**config.mk**
```make
export PLATFORM = sky130hd
export DESIGN_NAME = pm_state_arbiter
export DESIGN_NICKNAME = d
export VERILOG_FILES = /design/src/rtl/pm_pkg.sv /design/src/rtl/pm_func_slot.sv /design/src/rtl/pm_wake_route.sv /design/src/rtl/pm_dev_merge.sv /design/src/rtl/pm_state_arbiter.sv
export SDC_FILE = /design/constraint.sdc
export NUM_CORES = 1
export LEC_CHECK = 0
export BUFFER_PORTS_ARGS = -buffer_cell sky130_fd_sc_hd__buf_2
export CAP_MARGIN = 10
export CORE_MARGIN = 4
export CORE_UTILIZATION = 44
export DETAILED_ROUTE_END_ITERATION = 16
export MAX_ROUTING_LAYER = met4
export PLACE_DENSITY_LB_ADDON = 0.1
export SYNTH_ARGS = -nofsm -noshare
export SYNTH_HDL_FRONTEND = slang
export SYNTH_SLANG_ARGS = --single-unit
```
**constraint.sdc**
```tcl
create_clock -name clk -period 1.55 [get_ports clk]
set_input_delay 0.31 -clock clk [delete_from_list [all_inputs] [get_ports clk]]
set_output_delay 0.31 -clock clk [all_outputs]
set_load 0.01 [all_outputs]
```
**src/rtl/pm_pkg.sv**
```systemverilog
package pm_pkg;

    localparam int PM_NUM_FN = 3;
    localparam int PM_ST_W   = 2;
    localparam int PM_FN_W   = 2;
    localparam int PM_AUX_W  = 3;

    typedef enum logic [PM_ST_W-1:0] {
        PM_D0 = 2'd0,
        PM_D1 = 2'd1,
        PM_D2 = 2'd2,
        PM_D3 = 2'd3
    } pm_state_e;

    typedef struct packed {
        logic                  wr;
        logic [PM_ST_W-1:0]    state;
        logic                  pme_en;
        logic                  pme_clr;
    } pm_cfg_wr_t;

    function automatic logic [PM_ST_W-1:0] pm_higher(
        input logic [PM_ST_W-1:0] a,
        input logic [PM_ST_W-1:0] b
    );
        return (a < b) ? a : b;
    endfunction

    function automatic logic pm_wakes_from_d3(
        input logic [PM_ST_W-1:0] cur,
        input logic [PM_ST_W-1:0] nxt
    );
        return (cur == PM_D3) && (nxt == PM_D0);
    endfunction

endpackage

```
**src/rtl/pm_func_slot.sv**
```systemverilog
module pm_func_slot
    import pm_pkg::*;
(
    input  logic               clk,
    input  logic               rst,
    input  pm_cfg_wr_t         cfg,
    input  logic               wake_set,
    output logic [PM_ST_W-1:0] state_o,
    output logic               pme_en_o,
    output logic               pme_stat_o,
    output logic               reinit_o
);
    pm_state_e state_q;
    logic      pme_en_q;
    logic      pme_stat_q;
    logic      reinit_q;

    always_ff @(posedge clk) begin
        if (rst) begin
            state_q    <= PM_D0;
            pme_en_q   <= 1'b0;
            pme_stat_q <= 1'b0;
            reinit_q   <= 1'b0;
        end else begin
            reinit_q   <= cfg.wr && pm_wakes_from_d3(state_q, cfg.state);
            if (cfg.wr) begin
                state_q  <= pm_state_e'(cfg.state);
                pme_en_q <= cfg.pme_en;
            end
            pme_stat_q <= wake_set | (pme_stat_q & ~(cfg.wr & cfg.pme_clr));
        end
    end

    assign state_o    = state_q;
    assign pme_en_o   = pme_en_q;
    assign pme_stat_o = pme_stat_q;
    assign reinit_o   = reinit_q;

    // the reinit pulse lasts a single cycle
    a_r5_pulse_single: assert property (@(posedge clk) disable iff (rst)
        reinit_q |=> !reinit_q);
    // a pulse only follows a D3 to D0 move
    a_r5_pulse_cause: assert property (@(posedge clk) disable iff (rst)
        reinit_q |-> ($past(state_q) == PM_D3 && state_q == PM_D0));
    // the enable bit changes only through a write
    a_r6_en_held: assert property (@(posedge clk) disable iff (rst)
        !cfg.wr |=> $stable(pme_en_q));
    // a wake event wins over a clear in the same cycle
    a_r9_set_wins: assert property (@(posedge clk) disable iff (rst)
        wake_set |=> pme_stat_q);

endmodule

```
**src/rtl/pm_wake_route.sv**
```systemverilog
module pm_wake_route
    import pm_pkg::*;
#(
    parameter int NFN = PM_NUM_FN
) (
    input  logic               clk,
    input  logic               rst,
    input  logic               wake_valid,
    input  logic               wake_known,
    input  logic [PM_FN_W-1:0] wake_fn,
    output logic [NFN-1:0]     set_vec
);
    for (genvar g = 0; g < NFN; g++) begin : g_route
        assign set_vec[g] = wake_valid &&
                            (!wake_known || (wake_fn == PM_FN_W'(g)));
    end

    // an unattributed event reaches every function
    a_r8_broadcast: assert property (@(posedge clk) disable iff (rst)
        (wake_valid && !wake_known) |-> (&set_vec));
    // an attributed event reaches at most one function
    a_r7_single: assert property (@(posedge clk) disable iff (rst)
        (wake_valid && wake_known) |-> $onehot0(set_vec));

endmodule

```
**src/rtl/pm_dev_merge.sv**
```systemverilog
module pm_dev_merge
    import pm_pkg::*;
#(
    parameter int NFN = PM_NUM_FN
) (
    input  logic                   clk,
    input  logic                   rst,
    input  logic [NFN*PM_ST_W-1:0] fn_state,
    output logic [PM_ST_W-1:0]     dev_state,
    output logic [NFN-1:0]         decode_en
);
    logic [PM_ST_W-1:0] chain [NFN+1];

    assign chain[0] = PM_D3;
    for (genvar g = 0; g < NFN; g++) begin : g_merge
        assign chain[g+1]   = pm_higher(chain[g], fn_state[g*PM_ST_W +: PM_ST_W]);
        assign decode_en[g] = (fn_state[g*PM_ST_W +: PM_ST_W] == PM_D0);
    end
    assign dev_state = chain[NFN];

    // the device never sits below any function's power
    for (genvar g = 0; g < NFN; g++) begin : g_chk
        a_r3_dev_not_lower: assert property (@(posedge clk) disable iff (rst)
            dev_state <= fn_state[g*PM_ST_W +: PM_ST_W]);
        // a decoding function forces the device to D0
        a_r4_decode_dev: assert property (@(posedge clk) disable iff (rst)
            decode_en[g] |-> (dev_state == PM_D0));
    end

endmodule

```
**src/rtl/pm_state_arbiter.sv**
```systemverilog
module pm_state_arbiter
    import pm_pkg::*;
#(
    parameter int NFN  = PM_NUM_FN,
    parameter int AUXW = PM_AUX_W
) (
    input  logic                   clk,
    input  logic                   rst,
    input  logic                   cfg_wr,
    input  logic [PM_FN_W-1:0]     cfg_fn,
    input  logic [PM_ST_W-1:0]     cfg_state,
    input  logic                   cfg_pme_en,
    input  logic                   cfg_pme_clr,
    input  logic                   wake_valid,
    input  logic                   wake_known,
    input  logic [PM_FN_W-1:0]     wake_fn,
    input  logic                   proc_aux_wr,
    input  logic [AUXW-1:0]        proc_aux_val,
    output logic [PM_ST_W-1:0]     dev_state,
    output logic [NFN*PM_ST_W-1:0] fn_state,
    output logic [NFN-1:0]         decode_en,
    output logic [NFN-1:0]         pme_en,
    output logic [NFN-1:0]         pme_status,
    output logic                   pme_out,
    output logic [NFN-1:0]         reinit,
    output logic [AUXW-1:0]        aux_cap
);
    logic [NFN-1:0] wake_set;
    logic [AUXW-1:0] aux_q;

    pm_wake_route #(.NFN(NFN)) u_route (
        .clk        (clk),
        .rst        (rst),
        .wake_valid (wake_valid),
        .wake_known (wake_known),
        .wake_fn    (wake_fn),
        .set_vec    (wake_set)
    );

    for (genvar g = 0; g < NFN; g++) begin : g_fn
        pm_cfg_wr_t slot_cfg;
        assign slot_cfg.wr      = cfg_wr && (cfg_fn == PM_FN_W'(g));
        assign slot_cfg.state   = cfg_state;
        assign slot_cfg.pme_en  = cfg_pme_en;
        assign slot_cfg.pme_clr = cfg_pme_clr;

        pm_func_slot u_slot (
            .clk        (clk),
            .rst        (rst),
            .cfg        (slot_cfg),
            .wake_set   (wake_set[g]),
            .state_o    (fn_state[g*PM_ST_W +: PM_ST_W]),
            .pme_en_o   (pme_en[g]),
            .pme_stat_o (pme_status[g]),
            .reinit_o   (reinit[g])
        );
    end

    pm_dev_merge #(.NFN(NFN)) u_merge (
        .clk       (clk),
        .rst       (rst),
        .fn_state  (fn_state),
        .dev_state (dev_state),
        .decode_en (decode_en)
    );

    assign pme_out = |(pme_status & pme_en);

    always_ff @(posedge clk) begin
        if (rst)              aux_q <= '0;
        else if (proc_aux_wr) aux_q <= proc_aux_val;
    end
    assign aux_cap = aux_q;

    // the aux field moves only on a processor-side write
    a_r11_aux_proc_only: assert property (@(posedge clk) disable iff (rst)
        !proc_aux_wr |=> $stable(aux_cap));
    // no wake request without an enabled function
    a_r10_pme_needs_en: assert property (@(posedge clk) disable iff (rst)
        pme_out |-> (pme_en != '0));

endmodule

```
---- Word-level counts from Yosys, hierarchy flattened ----
Index checks and enable logic that the tools add are counted.
word-level totals
  word-level logic and storage cells ...... 62
  input port bits ......................... 17
  register bits after elaboration ......... 18
cells by class
  muxes and demuxes ....................... 3
  reduce and logical (&&, ||, !) cells .... 23
  equality and inequality tests ........... 7
  $lt $le $gt $ge ......................... 3
  bitwise logic cells ..................... 13
operator list
  cell                                                                   count
  1-bit logical AND                                                      12
  2-bit logical NOT                                                      6
  2-bit equality test, second input constant                             5
  1-bit AND                                                              6
  2-bit two-way mux                                                      3
  2-bit by 1-bit equality test with 1-bit output, second input constant  2
  2-bit < comparator                                                     2
  3-bit AND                                                              1
  1-bit logical OR                                                       3
  1-bit NOT                                                              3
  1-bit bitwise OR                                                       3
  3-bit OR reduction                                                     1
  2-bit < comparator, first input constant                               1
  1-bit logical NOT                                                      1

---- Depth between registers and ports, before layout ----
Gate-level depths: netlist of the first run.
  depth in word-level cells ............... 6
  mapped depth ............................ 5
  depth with buffers taken out ............ 5

---- Modules after synthesis ----
From an unflattened synthesis of the first run, not the netlist that was laid out.
second synthesis, totals
  cell total of the unflattened synthesis .. 84
  area total of the unflattened synthesis .. 875.8 µm²
modules (own cells, without submodules)
  module            area each (µm²)  cells an instance  sequential area each (µm²)  times used
  pm_func_slot      200.2            17                 100.1                       3
  pm_state_arbiter  140.1            14                 60.1                        1
  pm_dev_merge      96.3             13                 0.0                         1
  pm_wake_route     38.8             6                  0.0                         1

---- Worst setup path before layout of the first run ----
Ideal clock, no wire load.
  kind .................................... register to output
  start ................................... reg g_fn[0].u_slot.state_q[1]
  end ..................................... out dev_state[0]
  stages on the path, launching flop included .. 6
  data required time ...................... 1.240 ns
  arrival ................................. 1.190 ns
  slack ................................... 0.050 ns
  cell sequence ........................... dfxtp_1 > ha_1 > ha_1 > nor2_1 > o32ai_1 > nor2_1
between the ends
  cells in the longest elaborated chain, start to end .. 6
RTL lines
  item                    line                    text
  start, declared         pm_func_slot.sv:13      pm_state_e state_q;
  start signal, assigned  pm_func_slot.sv:27      state_q <= pm_state_e'(cfg.state);
  2-bit < comparator      pm_pkg.sv:26            return (a < b) ? a : b;
  2-bit two-way mux *     pm_pkg.sv:26
  2-bit < comparator      pm_pkg.sv:26
  2-bit two-way mux *     pm_pkg.sv:26
  2-bit < comparator      pm_pkg.sv:26
  2-bit two-way mux *     pm_pkg.sv:26
  end, declared           pm_state_arbiter.sv:19  output logic [PM_ST_W-1:0] dev_state,
Mark *: on every way between the ends. The rest lies on a longest branch, timed or not.

---- Worst setup path in the final report of the first run ----
  start ................................... reg g_fn[1].u_slot.state_q[1]
  end ..................................... out dev_state[0]
between the ends
  cells in the longest elaborated chain, start to end .. 4
RTL lines
  item                    line
  start, declared         pm_func_slot.sv:13
  start signal, assigned  pm_func_slot.sv:27
  2-bit < comparator      pm_pkg.sv:26
  2-bit two-way mux *     pm_pkg.sv:26
  2-bit < comparator      pm_pkg.sv:26
  2-bit two-way mux *     pm_pkg.sv:26
Marked as above.

==> results of run 1 <==
[tightest hold or removal path, stage by stage]
cell	delay [ps]
buf_2	70
mux2i_1	60
nor2_1	70
[metrics by stage]
stage	setup TNS [ps]	instance area, sq um
2_1_floorplan	0	868
3_3_place_gp	0	1050
3_5_place_dp	0	1050
4_1_cts	-189	1150
5_1_grt	-248	1160
6_report	-197	1160
[placed cells by master (no fill, tap or decap), types with 3 or more instances in the layout]
cell type | synthesis | layout
buf_2 | 0 | 40
nor2_1 | 18 | 17
dfxtp_1 | 18 | 16
mux2i_1 | 12 | 12
inv_1 | 6 | 5
nor3_1 | 4 | 3
o21ai_0 | 3 | 3
a32o_1 | 3 | 3
ha_4 | 0 | 3
clkbuf_4 | 0 | 3
[where the power goes]
group	switching (uW)	leakage (uW)	total (uW)	internal (uW)
Clock	138	0.0000210	281	143
Combinational	78.7	0.000415	152	73.6
Sequential	15.7	0.000148	498	483
[worst paths after layout]
path / from / endpoint / cells after the start
worst max register to register: g_fn[1].u_slot.state_o[1] / g_fn[1].u_slot.state_o[1] / 4
worst min-delay path: proc_aux_val[0] / aux_cap[0] / 3
worst min register to register: aux_cap[0] / aux_cap[0] / 2
worst max-delay path: g_fn[1].u_slot.state_o[1] / dev_state[0] / 7
[cell type report]
type	instances	area, sq um
Clock buffer	4	36.3
Fill cell	159	644
Inverter	6	25.0
Multi-Input combinational cell	57	464
Sequential cell	18	363
Tap cell	25	31.3
Timing Repair Buffer	44	238
[per-layer routing]
layer / global-route usage [%] / part of all wire (%) / vias up
met5: - / 0 / -
met3: 3.42 / 8.3 / 6
met1: 20.5 / 45 / 346
met4: 9.36 / 3.3 / 0
met2: 23.8 / 43 / 32
li1: - / - / 384
[state kept, by name, indices dropped and copies added, names as in the netlist]
| register | count |
|---|---|
| g_fn.u_slot.state_o | 6 |
| aux_cap | 3 |
| g_fn.u_slot.pme_en_o | 3 |
| g_fn.u_slot.pme_stat_o | 3 |
| g_fn.u_slot.reinit_o | 3 |
[cells by family (layout without fill, tap and decap cells)]
group                      Yosys count  in the layout  share of synthesized area (%)
muxes                               12             12                           13.8
and+or+nand+nor                     33             33                           20.8
buffers and inverters               16             54                           10.8
adders and majority gates            4              4                           5.76
DFF                                 18             18                           41.5
AOI/OAI and AO/OA                    8              8                           7.35
[what timing repair did]
| item | CTS | global route |
|---|---|---|
| setup buffers | 1 | 0 |
| pin swaps | 6 | 3 |
| setup endpoints to repair | 1 | 1 |
| gates resized for setup | 13 | 1 |
==> flow_summary.toml, run 1 <==
[outcome]
status = "finished with violations"
failed_checks = "setup timing"

[route]
via_count = 768
drc_errors = 0
drt-wirelength-per-cell_microns = 13.3
dr.pass1.iters = 4
first_iter_violations = 12
wl_microns = 2050
ant_nets = 0
via_per_inst = 4.99

[logic_synthesis]
synth_area_leaders = "dfxtp_1 41%, mux2i_1 14%, buf_4 7.8%"
async_reset_ff_share_pct = 0
netlist_area_sq_um = 868
synth_ff_type = "dfxtp_1"
synthesis.nets = 112
yosysUniqueCellTypes = 20
synth_top_area_share_pct = 41.5
netlist_top_cells_count = "18 x dfxtp_1, 18 x nor2_1, 12 x mux2i_1"
synthCells = 91
ys_ff_latch = 18
syn_avg_cell_area_sq_um = 9.54
synth_area_leader_cell = "dfxtp_1"
synth-edff-count = 0
ys_warn_count = 0
yosysSeqAreaShare_pct = 41.5

[sta]
tightest_slew_ps = 290
grt_setup_unrepaired = "yes"
slew_headroom_pct = 80.7
period_share_pct = 113
slew_viol_final = 0
setup_ws_ps = -197
hold_viol_final = 0
timing.hold.ws_ps = 261
finalCriticalPeriod_ps = 1750
max_freq_ghz = 0.573
fin_worst_skew_ps = 3.08
setup_viol = 1

[placed_design]
portBuffers = 40
place_inst = 149
dp_slack_ps = 65.5
dpl.hpwl_microns = 1510
place.gp.congestion = 0.771

[job]
cap_violations = 0

[critical_path]
cpPeakStageDelay_ps = 370
crit_type = "flip-flop to primary output"
arrival_ps = 1440
slowest_stage = "dfxtp_2"
crit_chain = "buf_6, inv_4, ha_4, nor2_4, nor3_2, nor2_1, buf_2"
start_kind = "flip-flop"
regToRegSetupSlack_ps = 640
endpoint_kind = "primary output"
crit_fanout = 2
crit_family = "flip-flops"
path_buf_inv = 3
worstPathRequired_ps = 1240

[global_route]
grt_pass1_wl_microns = 3170
grt_usage_pct = 16.2
grt_start_max_net_pins = 17
overflow = 0
grt_pass1_vias = 719
antenna_found_initial = 0

[floorplan]
core-area_sq_um = 1800
die_h_microns = 52.4
ios = 41
rows = 15
die_w_microns = 52.4
initial_core_util_pct = 48.2
dieArea_sq_um = 2750

[cts]
cts_buffers = 3
cts_num_sinks = 18
cts_max_level = 1
cts_tree = "built"
clockBufferDepth = 2
cts_hold_buf = 0
clk_latency_ps = 280
cts.clk_slew.worst_paths_ps = 100
clock-root-buffer = "clkbuf_4"

[layout]
drive_gt1_share_pct = 45.0
area_delta_synth_final_pct = 33.3
nNetsFinal = 151
insertedDiodeCount = 0
fin_cells = 154
finish.utilization_pct = 64.2

[power]
p_per_area_nw_per_um2 = 805
leakagePower_uw = 0.000584
p_total_uw = 932
ir_worst_vdd_mv = 0.532

[min_path]
min_path_type = "input pin to flip-flop"
No activity file was read; power rests on OpenSTA's default activity.
==> run 2, diff against run 1 <==
- BUFFER_PORTS_ARGS: -buffer_cell sky130_fd_sc_hd__buf_2 -> default
- CORE_UTILIZATION: 44 -> 55
- DONT_BUFFER_PORTS: default -> 1
- SETUP_SLACK_MARGIN: default -> 0.05
==> flow_summary.toml, run 2 (synthesis results as in run 1) <==
[route]
drt-wirelength-per-cell_microns = 17.2
wl_microns = 1800
drc_errors = 0
via_per_inst = 6.10
first_iter_violations = 6
via_count = 641
ant_nets = 0
dr.pass1.iters = 4

[critical_path]
cpPeakStageDelay_ps = 350
worstRegToRegCells = 3
slowest_stage = "dfxtp_2"
endpoint_kind = "primary output"
crit_top_cell = "ha_4"
crit_fanout = 2
arrival_ps = 1370
crit_chain = "ha_4, ha_4, nor2_4, o32ai_2, nor2_2"
crit_type = "flip-flop to primary output"
start_kind = "flip-flop"
worstPathRequired_ps = 1240

[global_route]
overflow = 0
antenna_found_initial = 0
grt_start_max_net_pins = 17
grt_pass1_vias = 578
grt_pass1_wl_microns = 2430
grt_usage_pct = 15.8

[cts]
clk_latency_ps = 290
cts_num_sinks = 18
cts_tree = "built"
clockBufferDepth = 2
cts_max_level = 1
clock-root-buffer = "clkbuf_4"
cts.clk_slew.worst_paths_ps = 100
cts_hold_buf = 0
cts_buffers = 3

[floorplan]
die_w_microns = 47.7
initial_core_util_pct = 57.6
core-area_sq_um = 1510
rows = 14
die_h_microns = 47.7
ios = 41
dieArea_sq_um = 2280

[placed_design]
dpl.hpwl_microns = 1280
dp_slack_ps = 89.4
portBuffers = 0
place.gp.congestion = 0.747

[layout]
area_delta_synth_final_pct = 10.1
largest_reg_flops = 6
insertedDiodeCount = 0
drive_gt1_share_pct = 24.7
fillerInstances = 128
mostFrequentLayoutCells = "15 x nor2_1, 15 x dfxtp_1, 12 x mux2i_1"
nNetsFinal = 111
finish.utilization_pct = 63.5

[power]
leakagePower_uw = 0.000401
p_per_area_nw_per_um2 = 915
ir_worst_vdd_mv = 0.561

[outcome]
failed_checks = "setup timing"
status = "finished with violations"

[sta]
period_share_pct = 108
fin_worst_skew_ps = 0.755
setup_ws_ps = -127
finalCriticalPeriod_ps = 1680
slew_viol_final = 0
timing.hold.ws_ps = 74.9
slew_headroom_pct = 78.8
setup_viol = 1
hold_viol_final = 0
max_freq_ghz = 0.596
grt_setup_unrepaired = "yes"
tightest_slew_ps = 317

[min_path]
min_path_cells = 1
min_path_type = "input pin to flip-flop"

[job]
cap_violations = 0
run 2: cell count changes in the layout (fill, tap and decap cells not counted), sizes merged:
cell	change
buf	-40
run 2: timing repair:
action                     4_1_cts  5_1_grt
setup buffers                    1        0
resized for setup                6        7
setup endpoints to repair        1        2
pin swaps                        6        3
cloned                           0        0
run 2: layer usage:
layer	up-vias	GRT usage [%]	share of wire [%]
met1	300	21.5	40
met4	0	6.45	1.7
met3	4	4.89	10
li1	305	-	-
met5	-	-	0
met2	32	21.4	48
run 2: final timing paths:
path / from / end / slack, ps
max: g_fn[1].u_slot.state_o[1] / dev_state[0] / -130
min: rst / g_fn[2].u_slot.pme_en_o / 70
max reg2reg: g_fn[0].u_slot.state_o[1] / g_fn[0].u_slot.state_o[1] / 710
min reg2reg: aux_cap[0] / aux_cap[0] / 560
run 2: report_power, final:
part | internal, uW | switching (uW) | leakage, uW | total, uW
combinational | 42.7 | 38.3 | 0.000232 | 81.0
sequential | 483 | 27.2 | 0.000148 | 510
clock | 143 | 141 | 0.0000210 | 284
run 2: cell type report:
class	instances	area [sq um]	area share (%)
Timing Repair Buffer	4	33.8	3.53
Clock buffer	4	36.3	3.80
Inverter	6	25.0	2.62
Sequential cell	18	364	38.1
Multi-Input combinational cell	57	477	49.9
Tap cell	16	20.0	2.09
run 2: critical path, delay by kind of cell (launching register included):
| kind | cells | cell delay, ps |
|---|---|---|
| compound gates | 1 | 80 |
| fa+ha+maj | 2 | 390 |
| simple gates | 2 | 250 |
| flops | 1 | 350 |
run 2: per-stage QoR:
stage	total power, uW	std cells	TNS (ps)	cell area (sq um)
after CTS	879	105	-170	930
after detailed placement	590	100	0	845
after global placement	589	100	0	845
final	875	105	-127	956
after global routing	914	105	-204	956
after floorplan	589	91	0	873
==> run 3, diff against run 2 <==
- CORE_UTILIZATION: 55 -> 53
- clock period: 1.55 -> 1.5 ns (I/O delays scaled with it)
==> flow_summary.toml, run 3 (synthesis results as in run 1) <==
[layout]
mostFrequentLayoutCells = "16 x nor2_1, 13 x dfxtp_1, 12 x mux2i_1"
fillerInstances = 134
area_delta_synth_final_pct = 12.5
multi_input_area_sq_um = 487
insertedDiodeCount = 0
final_common_cell = "nor2_1"
regArea_sq_um = 372
drive_gt1_share_pct = 27.0
largest_reg_flops = 6
nNetsFinal = 111
fin_cells = 105

[placed_design]
portBuffers = 0
dpl.hpwl_microns = 1350
place.gp.congestion = 0.722
place_inst = 100

[outcome]
status = "finished with violations"
failed_checks = "setup timing"

[global_route]
grt_pass1_wl_microns = 2800
use_met3_pct = 5.83
grt_usage_pct = 15.3
grt_pass1_vias = 596
use_met2_pct = 21.7
grt-busiest-layer = "met2"
overflow = 0
met1_usage_pct = 19.7
antenna_found_initial = 0
grt_start_max_net_pins = 17

[floorplan]
ios = 41
die_h_microns = 48.5
core-area_sq_um = 1520
initial_core_util_pct = 57.0
rows = 14
die_w_microns = 48.5
dieArea_sq_um = 2350

[sta]
finalCriticalPeriod_ps = 1650
setup_viol = 1
tightest_slew_ps = 338
period_share_pct = 110
slew_viol_final = 0
fin_worst_skew_ps = 4.71
hold_viol_final = 0
slew_headroom_pct = 77.4
grt_setup_unrepaired = "yes"
tns_ps = -154
setup_ws_ps = -154
max_freq_ghz = 0.605

[cts]
cts.clk_slew.worst_paths_ps = 100
cts_num_sinks = 18
cts_max_level = 1
clock-root-buffer = "clkbuf_4"
cts_tree = "built"
cts_buffers = 3
clockBufferDepth = 2
clk_latency_ps = 290
cts_hold_buf = 0

[power]
p_total_uw = 900
p_per_area_nw_per_um2 = 921
ir_worst_vdd_mv = 0.645
leakagePower_uw = 0.000400

[min_path]
min_path_cells = 1
min_path_type = "input pin to flip-flop"
hp-start = "rst"
min_to = "g_fn[1].u_slot.state_o[1]"

[route]
first_iter_violations = 13
ant_nets = 0
drc_errors = 0
wl_microns = 1790
via_count = 623
via_per_inst = 5.93
dr.pass1.iters = 5
drt-wirelength-per-cell_microns = 17.1

[critical_path]
worstReg2RegStart = "g_fn[1].u_slot.state_o[0]"
arrival_ps = 1350
worstRegToRegCells = 2
crit_type = "flip-flop to primary output"
worstPathRequired_ps = 1200
regToRegSetupSlack_ps = 700
endpoint_kind = "primary output"
crit_fanout = 5
reg2reg_to = "g_fn[1].u_slot.reinit_o"
start_kind = "flip-flop"

[job]
cap_violations = 0
run 3: layer usage:
metal,wire length (microns),up-vias
met1,750,286
met3,144,4
met2,878,27
met4,19,0
li1,-,306
met5,0,-
run 3: final cells by class:
class,count,area share [%]
clock buffers,4,3.71
inverters,6,2.56
multi-input cells,57,49.8
flip-flops and latches,18,38.0
well taps,16,2.05
repair buffers,4,3.84
run 3: power by group:
| group | leakage [uW] | total, uW | switching, uW | internal (uW) |
|---|---|---|---|---|
| Clock | 0.0000210 | 292 | 144 | 148 |
| Sequential | 0.000150 | 526 | 28.4 | 497 |
| Combinational | 0.000229 | 82.6 | 38.9 | 43.6 |
| Total | 0.000400 | 900 | 212 | 689 |
run 3: worst max-delay path: stages (launching register included):
cell     delay [ps]
dfxtp_4         370
buf_6           130
inv_4            40
ha_4            240
nor2_1           40
nor3_2          170
nor2_2           70
run 3: how the worst max path moves through the flow:
| stage | to | startpoint | slack (ps) |
|---|---|---|---|
| after floorplan | dev_state[0] | g_fn[0].u_slot.state_o[1] | 60 |
| after global placement | dev_state[0] | g_fn[0].u_slot.state_o[1] | 70 |
| after detailed placement | dev_state[0] | g_fn[0].u_slot.state_o[1] | 60 |
| after CTS | dev_state[0] | g_fn[1].u_slot.state_o[1] | -180 |
| after global routing | dev_state[0] | g_fn[1].u_slot.state_o[1] | -260 |
| final | dev_state[0] | g_fn[1].u_slot.state_o[1] | -150 |
run 3: what timing repair did:
action | in CTS | in global routing
gates resized for setup | 7 | 12
hold endpoints to repair | 0 | 0
setup buffers | 1 | 1
endpoints found under the setup margin | 1 | 3
pin swaps | 6 | 4
run 3: metrics by stage:
stage | utilization (%) | instance area (sq um) | setup slack [ps] | hold slack, ps
floorplan | - | 873 | 56.6 | 372
global placement | 55.4 | 845 | 71.5 | 369
detailed placement | 55.4 | 845 | 56.6 | 375
CTS | 61.2 | 932 | -184 | 59.6
global route | 64.1 | 977 | -261 | 31.3
finish | 64.1 | 977 | -154 | 63.7
